[config.mk]
export PLATFORM = sky130hd
export DESIGN_NAME = burst_col_gen
export DESIGN_NICKNAME = d
export VERILOG_FILES = /design/src/rtl/burst_addr_pkg.sv /design/src/rtl/burst_col_ctrl.sv /design/src/rtl/burst_col_dp.sv /design/src/rtl/burst_col_gen.sv
export SDC_FILE = /design/constraint.sdc
export NUM_CORES = 1
export LEC_CHECK = 0
export BUFFER_PORTS_ARGS = -buffer_cell sky130_fd_sc_hd__buf_2
export CAP_MARGIN = 20
export CORE_MARGIN = 2
export CORE_UTILIZATION = 52
export DETAILED_ROUTE_END_ITERATION = 10
export MAX_ROUTING_LAYER = met4
export PLACE_DENSITY = 0.82
export RECOVER_POWER = 25
export SYNTH_ARGS = -nofsm -noshare
export SYNTH_HDL_FRONTEND = slang
export SYNTH_SLANG_ARGS = --single-unit
[constraint.sdc]
create_clock -name clk -period 2.8 [get_ports clk]
set_input_delay 0.14 -clock clk [delete_from_list [all_inputs] [get_ports clk]]
set_output_delay 0.14 -clock clk [all_outputs]
set_load 0.005 [all_outputs]
[src/rtl/burst_addr_pkg.sv]
package burst_addr_pkg;

  // Largest burst is 8 beats, so the wrapping field is 3 bits wide
  localparam int MAX_LOG = 3;
  localparam int PAIR_W  = MAX_LOG - 1;

  typedef struct packed {
    logic load;   // capture a new burst request
    logic step;   // move to the next pair of beats
  } strobe_t;

  // log2 of the burst length; 0 marks a reserved code
  function automatic logic [1:0] lenLog(input logic [2:0] code);
    case (code)
      3'd1:    lenLog = 2'd1;
      3'd2:    lenLog = 2'd2;
      3'd3:    lenLog = 2'd3;
      default: lenLog = 2'd0;
    endcase
  endfunction

endpackage

[src/rtl/burst_col_ctrl.sv]
module burst_col_ctrl
  import burst_addr_pkg::*;
(
  input  logic       clk,
  input  logic       rst_n,
  input  logic       startReq,
  input  logic [2:0] burstCode,
  output strobe_t    strb,
  output logic       outValid,
  output logic       lastBeat,
  output logic       modeErr
);

  logic              busy;
  logic [PAIR_W-1:0] remPairs;
  logic [PAIR_W-1:0] pairsM1;
  logic [1:0]        codeLog;
  logic              lastPair;
  logic              free;
  logic              accept;
  logic              reject;
  logic              errReg;

  assign codeLog  = lenLog(burstCode);
  assign lastPair = busy && (remPairs == '0);
  assign free     = !busy || lastPair;
  assign accept   = startReq && free && (codeLog != 2'd0);
  assign reject   = startReq && free && (codeLog == 2'd0);

  always_comb begin
    case (codeLog)
      2'd2:    pairsM1 = PAIR_W'(1);
      2'd3:    pairsM1 = PAIR_W'(3);
      default: pairsM1 = '0;
    endcase
  end

  always_ff @(posedge clk) begin
    if (!rst_n) begin
      busy     <= 1'b0;
      remPairs <= '0;
      errReg   <= 1'b0;
    end else begin
      errReg <= reject;
      if (accept) begin
        busy     <= 1'b1;
        remPairs <= pairsM1;
      end else if (busy) begin
        if (remPairs == '0) busy <= 1'b0;
        else                remPairs <= remPairs - 1'b1;
      end
    end
  end

  assign strb.load = accept;
  assign strb.step = busy && (remPairs != '0);

  assign outValid = busy;
  assign lastBeat = lastPair;
  assign modeErr  = errReg;

  // the final flag only appears together with a presented pair
  assert_last_with_valid_R6: assert property (@(posedge clk) disable iff (!rst_n)
    lastBeat |-> outValid);

  // a refused request never yields a pair in the flagged cycle
  assert_err_no_valid_R7: assert property (@(posedge clk) disable iff (!rst_n)
    modeErr |-> !outValid);

  // with no new request, the burst ends right after its final pair
  assert_burst_ends_R2: assert property (@(posedge clk) disable iff (!rst_n)
    (lastBeat && !startReq) |=> !outValid);

endmodule

[src/rtl/burst_col_dp.sv]
module burst_col_dp
  import burst_addr_pkg::*;
#(
  parameter int COL_W = 10
) (
  input  logic             clk,
  input  logic             rst_n,
  input  strobe_t          strb,
  input  logic [COL_W-1:0] startCol,
  input  logic [2:0]       burstCode,
  input  logic             interleave,
  output logic [COL_W-1:0] addrEven,
  output logic [COL_W-1:0] addrOdd
);

  localparam int UP_W = COL_W - MAX_LOG;

  logic [COL_W-1:0]   baseCol;
  logic [MAX_LOG-1:0] startLow;
  logic [MAX_LOG-1:0] lenMask;
  logic               ilv;
  logic [MAX_LOG-1:0] beatIdx;
  logic [MAX_LOG-1:0] newMask;
  logic [MAX_LOG-1:0] lowEven;
  logic [MAX_LOG-1:0] lowOdd;

  assign newMask = MAX_LOG'((4'd1 << lenLog(burstCode)) - 4'd1);

  always_ff @(posedge clk) begin
    if (!rst_n) begin
      baseCol  <= '0;
      startLow <= '0;
      lenMask  <= '0;
      ilv      <= 1'b0;
      beatIdx  <= '0;
    end else if (strb.load) begin
      baseCol  <= startCol & ~{{UP_W{1'b0}}, newMask};
      startLow <= startCol[MAX_LOG-1:0] & newMask;
      lenMask  <= newMask;
      ilv      <= interleave;
      beatIdx  <= '0;
    end else if (strb.step) begin
      beatIdx  <= beatIdx + MAX_LOG'(2);
    end
  end

  function automatic logic [MAX_LOG-1:0] lowOf(input logic [MAX_LOG-1:0] k);
    if (ilv) lowOf = (startLow ^ k) & lenMask;
    else     lowOf = (startLow + k) & lenMask;
  endfunction

  assign lowEven  = lowOf(beatIdx);
  assign lowOdd   = lowOf(beatIdx | MAX_LOG'(1));
  assign addrEven = baseCol | {{UP_W{1'b0}}, lowEven};
  assign addrOdd  = baseCol | {{UP_W{1'b0}}, lowOdd};

  // bits above the largest block follow the requested column
  assert_upper_kept_R5: assert property (@(posedge clk) disable iff (!rst_n)
    strb.load |=> addrEven[COL_W-1:MAX_LOG] == $past(startCol[COL_W-1:MAX_LOG]));

endmodule

[src/rtl/burst_col_gen.sv]
module burst_col_gen
  import burst_addr_pkg::*;
#(
  parameter int COL_W = 10
) (
  input  logic             clk,
  input  logic             rst_n,
  input  logic             startReq,
  input  logic [COL_W-1:0] startCol,
  input  logic [2:0]       burstCode,
  input  logic             interleave,
  output logic             outValid,
  output logic [COL_W-1:0] addrEven,
  output logic [COL_W-1:0] addrOdd,
  output logic             lastBeat,
  output logic             modeErr
);

  strobe_t strb;

  burst_col_ctrl u_ctrl (
    .clk       (clk),
    .rst_n     (rst_n),
    .startReq  (startReq),
    .burstCode (burstCode),
    .strb      (strb),
    .outValid  (outValid),
    .lastBeat  (lastBeat),
    .modeErr   (modeErr)
  );

  burst_col_dp #(.COL_W(COL_W)) u_dp (
    .clk        (clk),
    .rst_n      (rst_n),
    .strb       (strb),
    .startCol   (startCol),
    .burstCode  (burstCode),
    .interleave (interleave),
    .addrEven   (addrEven),
    .addrOdd    (addrOdd)
  );

  // the two beats of a pair always name distinct columns
  assert_pair_distinct_R2: assert property (@(posedge clk) disable iff (!rst_n)
    outValid |-> addrEven != addrOdd);

  // inside one burst the bits above the largest block never move
  assert_block_fixed_R5: assert property (@(posedge clk) disable iff (!rst_n)
    (outValid && $past(outValid) && !$past(lastBeat))
      |-> $stable(addrEven[COL_W-1:MAX_LOG]));

endmodule

==> parameters.txt, run 1 <==
Parameter                              Value

Global route
  Vias in the first global route ... 835
  Residual overflow from global routing ... 0
  Combined global-route utilization of all metal layers ... 0.177
  First-pass GRT wire length ... 3.48 mm
  Initial antenna violation count ... 0
  Maximum number of pins on one net before global-route repair ... 24

STA
  Layout Skew ... 1.06 ps
  RSZ-0062 raised after global routing ... no
  Transition time at the pin with the least slew margin ... 600 ps
  Total negative slack ... 0 ps
  Minimum clock period ... 1960 ps
  Smallest setup slack after layout ... 839 ps
  Max-slew violations ... 0
  Normalized max-slew margin ... 0.600
  Final count of hold timing violations ... 0
  Final clock period utilization by the worst path ... 0.701
  Max frequency ... 0.510 GHz
  Final setup viols ... 0

Finish
  Layout area overhead ... 9.44%
  Final core utilization ... 0.588
  # nets final ... 173
  Inserted Diodes ... 0
  Share of final-layout standard cells stronger than drive strength 1 ... 0.303
  Final Instance Area ... 0.00128 sq mm

Clocking
  Number of H-tree levels ... 1
  Cts-stage hold buffer count ... 0
  Clock buffers created by TritonCTS ... 3
  Root cell of the clock tree ... clkbuf_4
  Clock tree from TritonCTS ... done
  Post-cts repair resize count ... 0
  Number of sinks on the clock net ... 23
  Clk slew on worst S/H paths ... 120 ps
  Clk buf depth ... 2
  Worst-Skew Late Latency ... 300 ps
  Post CTS Setup Buffer Count ... 0

Yosys
  Part of the Yosys area used for sequential elements ... 0.395
  Number of different library cells in the post-synthesis netlist ... 31
  FF+latch count, synth ... 23
  Leading cell types by total area after synthesis ... dfxtp_1, buf_4, a21boi_0, nand2_1, a21o_1
  Avg Inst Size Synth ... 9.11 sq um
  Commonest cells in the synthesized netlist ... dfxtp_1, nand2_1, buf_4
  Count of mapped cells out of synthesis ... 128
  Most repeated cell in the gate-level netlist after synthesis ... dfxtp_1
  Cell type with the largest total area after synthesis ... dfxtp_1
  Share of synthesized flip-flops with an asynchronous set or reset ... 0
  Nets in the synthesized netlist ... 148
  Synth Warn # ... 0
  Synthesized cell area ... 0.00117 sq mm
  EDFF count, synth ... 0
  Fraction of post-synthesis cell area in the top cell type by area ... 0.395
  Most used flip-flop cell after synthesis ... dfxtp_1

Floorplanning
  Horizontal extent of the die ... 51.4 um
  Row count ... 17
  DIE HEIGHT ... 51.4 um
  Number of top-level design ports ... 40
  Die area ... 0.00264 sq mm
  Core Region ... 0.00217 sq mm
  Initial core utilization ... 0.537

Setup path
  Startpoint kind of the worst setup timing path ... flop
  Element type at the critical path end ... flop
  Crit path arrival time ... 2170 ps
  Worst EP required ... 3010 ps
  Kind of critical path ... flop to flop
  Worst-path fanout max ... 19

Power and ir drop
  Power density relative to cell area ... 454 mW/mm^2
  Peak ir drop on the vdd network ... 376 uV
  Lkg Pwr ... 0.610 nW

Run status
  Result of the run ... completed

Placement
  Placement-stage cell area ... 0.00125 sq mm
  Final weighted congestion in routability-driven placement ... 0.778
  Number of buffers inserted by port buffering ... 39
  Detailed-placement wirelength estimate ... 1.54 mm
  Worst Setup Slack post-DPL ... 844 ps

Route
  Via density per instance ... 4.81
  Initial DRT Pass Iterations ... 4
  DRT iter0 DRCs ... 6
  DRC violations left ... 0
  Count of antenna-violating nets left after detailed routing ... 0
  WL final ... 2.06 mm
  Total via count in the routed design ... 866
  DR WL/cell ... 11.4 um

Flow run
  Max-cap violations ... 0

Hold path
  Class of the tightest hold or removal check ... primary input to flop
-- logic make-up after synthesis --
logic type / share of synthesized area
simple gates: 0.207
flops: 0.395
compound gates: 0.176
fa+ha+maj: 0.0386
xor+xnor: 0.0376
buf+inv: 0.146
-- cells in the final DEF (no fill, tap or decap), drive strengths merged, types with 2 or more instances in the layout --
master  Yosys  final
buf        18     38
o221a       2      2
inv         5      5
nand2b      2      2
and2        2      2
a21o        6      6
and3        3      3
nor3b       3      3
a21boi     11     11
a22oi       2      2
xnor2       5      5
nand2      22     22
a21oi       4      4
ha          2      2
clkbuf      2      6
nor2b       6      6
dfxtp      23     23
nand3       2      2
-- routing by layer --
layer | part of all wire | global-route usage | vias to the layer above
li1 | - | - | 457
met3 | 0.051 | 0.0351 | 2
met5 | 0 | - | -
met1 | 0.45 | 0.211 | 384
met2 | 0.48 | 0.299 | 23
met4 | 0.011 | 0.0614 | 0
-- area by class of cell --
| cell class | count | area, sq um |
|---|---|---|
| Clock buffer | 4 | 26.3 |
| Tap cell | 28 | 35.0 |
| Sequential cell | 23 | 460 |
| Fill cell | 214 | 893 |
| Timing Repair Buffer | 40 | 200 |
| Inverter | 5 | 18.8 |
| Multi-Input combinational cell | 80 | 536 |
-- per-stage QoR --
stage	hold WS (ps)	total power, mW	cells
final	67.2	0.580	180
after global routing	58.6	0.606	180
after CTS	67.1	0.585	180
after detailed placement	403	0.438	176
after global placement	391	0.434	176
after floorplan	285	0.416	128
-- power by group --
part | internal [mW] | leakage [nW] | total (mW) | switching [mW]
logic | 0.0405 | 0.408 | 0.0795 | 0.0391
clock network | 0.0556 | 0.0150 | 0.151 | 0.0950
registers | 0.341 | 0.187 | 0.349 | 0.00879
-- registers in the layout, summed over array words and instances (netlist names) --
name and cells:
u_dp.ilv 1, u_dp.baseCol 10, u_dp.lenMask 3, u_ctrl.outValid 1, u_ctrl.remPairs 2, u_ctrl.modeErr 1
u_dp.startLow 3, u_dp.beatIdx 2
-- critical path, stage by stage, from the launching register on --
cell,delay (ps)
dfxtp_1,370
inv_1,50
ha_1,230
nor2b_4,240
or3b_1,550
nand2b_2,130
o221a_2,290
-- path summary, 6_finish.rpt --
kind	slack, ps	cells after the start	start	end
worst max register to register	840	6	u_ctrl.remPairs[0]	u_ctrl.remPairs[1]
worst min register to register	490	2	u_dp.baseCol[4]	u_dp.baseCol[4]
worst max-delay path	840	6	u_ctrl.remPairs[0]	u_ctrl.remPairs[1]
worst min-delay path	70	3	interleave	u_dp.ilv
No activity file was read; power rests on OpenSTA's default activity.
==> run 2, diff against run 1 <==
- ABC_AREA: not set -> 1
- CORE_UTILIZATION: 52 -> 48
- PLACE_DENSITY: 0.82 -> 0.77
- clock period: 2.8 -> 1.99 ns (I/O delays scaled with it)
==> run 2 against run 1 <==
Against the previous run:
- synthesized area down 2.9%
- global-route usage is 1.6 points higher
- sequential share of layout area up 0.32 points
- total power rose by 49%
- sequential power rose by 43%
- critical endpoint is now addrOdd[1]
- synthesized cell count grew 21%
- clock power grew 44%
- core utilization shrank 1.6 points
==> parameters.txt, run 2 <==
Parameter                              Value

Run status
  Result of the run ... completed

Finish
  Share of final-layout standard cells stronger than drive strength 1 ... 0.282
  Multi-input combinational cell area ... 479 sq um
  Finished Layout Cells ... 209
  Top library cells by usage in the layout, fill and taps aside ... buf_2, nor2_1, nand2_1, dfxtp_1, inv_1
  Register cell area after layout ... 460 sq um
  Inserted Diodes ... 0
  Biggest registers after layout ... u_dp.baseCol x10, u_dp.lenMask x3, u_dp.startLow x3
  # nets final ... 202
  Largest Register ... u_dp.baseCol
  Total of fill cells in the finished design ... 211
  Leading cell type in the layout, fill and taps excluded ... buf_2
  Layout area overhead ... 11.7%
  Number of flip-flops in the largest register ... 10

Yosys
  Synthesized cell area ... 0.00113 sq mm
  Dominant combinational cell family by area after synthesis ... simple AND/OR/NAND/NOR gates
  Multiplexer share of the synthesized area ... 0
  Fraction of post-synthesis cell area in the top cell type by area ... 0.407
  Post-synthesis compound-gate area fraction ... 0.115
  Simple-Gate Fraction of Synth Area ... 0.253
  Count of mapped cells out of synthesis ... 155
  Commonest cells in the synthesized netlist ... nor2_1, dfxtp_1, nand2_1
  Share of synthesized flip-flops with an asynchronous set or reset ... 0
  FF+latch count, synth ... 23
  Nets in the synthesized netlist ... 175
  Leading cell types by total area after synthesis ... dfxtp_1, nor2_1, buf_4, nand2_1, o21ai_0
  Most used flip-flop cell after synthesis ... dfxtp_1
  Number of different library cells in the post-synthesis netlist ... 22
  EDFF count, synth ... 0
  Part of the Yosys area used for sequential elements ... 0.407
  Adder-cell share of the synthesized area ... 0.0398
  Avg Inst Size Synth ... 7.31 sq um
  Share of the synthesized netlist area taken by xor and xnor gates ... 0.0155
  Most repeated cell in the gate-level netlist after synthesis ... nor2_1
  Synth Warn # ... 0
  Cell type with the largest total area after synthesis ... dfxtp_1

Power and ir drop
  Lkg Pwr ... 0.656 nW
  Combinational share of power ... 0.169
  Internal portion of total power ... 0.622 mW
  Power density relative to cell area ... 681 mW/mm^2
  Relative contribution of the clock network to total power ... 0.252
  Net switching component of the power ... 0.239 mW
  Fraction of power spent switching nets ... 0.278
  Share of power burned in registers ... 0.579
  Peak ir drop on the vdd network ... 419 uV

Clocking
  Number of H-tree levels ... 1
  Clock tree from TritonCTS ... done
  Clk buf depth ... 2
  Worst-Skew Late Latency ... 310 ps
  Clock buffers created by TritonCTS ... 3
  Post-cts repair resize count ... 0
  Number of sinks on the clock net ... 23
  Post CTS Setup Buffer Count ... 0
  Clk slew on worst S/H paths ... 120 ps
  Cts-stage hold buffer count ... 0
  Root cell of the clock tree ... clkbuf_4

Route
  Via density per instance ... 4.73
  Count of antenna-violating nets left after detailed routing ... 0
  DRC violations left ... 0
  Initial DRT Pass Iterations ... 4
  DR WL/cell ... 10.5 um
  Total via count in the routed design ... 989
  WL final ... 2.20 mm
  DRT iter0 DRCs ... 14

STA
  Layout Skew ... 3.63 ps
  Smallest setup slack after layout ... 208 ps
  Total negative slack ... 0 ps
  Max-slew violations ... 0
  Final count of hold timing violations ... 0
  Worst hold slack after final layout ... 17.8 ps
  Final setup viols ... 0
  Transition time at the pin with the least slew margin ... 347 ps
  Normalized max-slew margin ... 0.766
  Max frequency ... 0.561 GHz
  Final clock period utilization by the worst path ... 0.895
  Minimum clock period ... 1780 ps
  RSZ-0062 raised after global routing ... no

Hold path
  Number of cells on the worst hold path ... 3
  Class of the tightest hold or removal check ... primary input to flop

Setup path
  Worst EP required ... 1890 ps
  Worst-path fanout max ... 3
  Crit path arrival time ... 1680 ps
  Startpoint kind of the worst setup timing path ... flop
  Depth of the most critical reg-to-reg path ... 9
  Kind of critical path ... flop to primary output
  Element type at the critical path end ... primary output

Global route
  Maximum number of pins on one net before global-route repair ... 20
  Vias in the first global route ... 897
  First-pass GRT wire length ... 3.75 mm
  Combined global-route utilization of all metal layers ... 0.193
  Initial antenna violation count ... 0
  Residual overflow from global routing ... 0

Floorplanning
  Row count ... 17
  Core Region ... 0.00221 sq mm
  Number of top-level design ports ... 40
  Die area ... 0.00276 sq mm
  Horizontal extent of the die ... 52.6 um
  Initial core utilization ... 0.512
  DIE HEIGHT ... 52.6 um

Flow run
  Max-cap violations ... 0

Placement
  Worst Setup Slack post-DPL ... 569 ps
  Final weighted congestion in routability-driven placement ... 0.783
  Detailed-placement wirelength estimate ... 1.68 mm
  Post-placement cell count ... 205
  Number of buffers inserted by port buffering ... 39
## run 2: cell families (layout without fill, tap and decap cells)
logic type,Yosys count,after routing
buf+inv,35,61
flops,23,23
compound gates,25,25
xor+xnor,2,2
fa+ha+maj,3,3
simple gates,67,67
## run 2: layout make-up
type	count	area share
flip-flops and latches	23	0.364
repair buffers	39	0.154
clock buffers	3	0.0178
clock inverters	1	0.00396
well taps	28	0.0277
multi-input cells	97	0.379
inverters	18	0.0534
## run 2: through the flow
stage | utilization | instance area, sq um | total power [mW]
after global routing | 0.572 | 1260 | 0.915
after floorplan | - | 1130 | 0.622
after detailed placement | 0.559 | 1240 | 0.656
after global placement | 0.559 | 1240 | 0.651
final | 0.572 | 1260 | 0.861
after CTS | 0.572 | 1260 | 0.871
## run 2: path summary, 6_finish.rpt
check | from | endpoint | slack [ps]
setup / recovery | u_dp.beatIdx[1] | addrOdd[1] | 210
hold / removal | startCol[0] | u_dp.startLow[0] | 20
setup reg to reg | u_ctrl.remPairs[0] | u_dp.baseCol[2] | 560
hold reg to reg | u_dp.baseCol[0] | u_dp.baseCol[0] | 460
## run 2: routing by layer
metal / vias up / global-route usage / routed length, um
met3: 5 / 0.0257 / 75
li1: 526 / - / -
met1: 440 / 0.214 / 985
met4: 0 / 0.103 / 49
met5: - / - / 0
met2: 18 / 0.333 / 1090
## run 2: power groups by stage
| stage | logic (mW) | clock network [mW] | registers (mW) |
|---|---|---|---|
| after detailed placement | 0.147 | 0 | 0.509 |
| after floorplan | 0.115 | 0 | 0.507 |
| after global placement | 0.142 | 0 | 0.508 |
| final | 0.146 | 0.217 | 0.499 |
| after CTS | 0.148 | 0.224 | 0.499 |
| after global routing | 0.171 | 0.242 | 0.502 |
## run 2: critical path, cell delays in order, from the launching register on
cell	delay, ps
dfxtp_1	390
inv_1	100
fa_1	470
nand2_1	70
o21ai_0	70
o21ai_0	140
buf_2	130
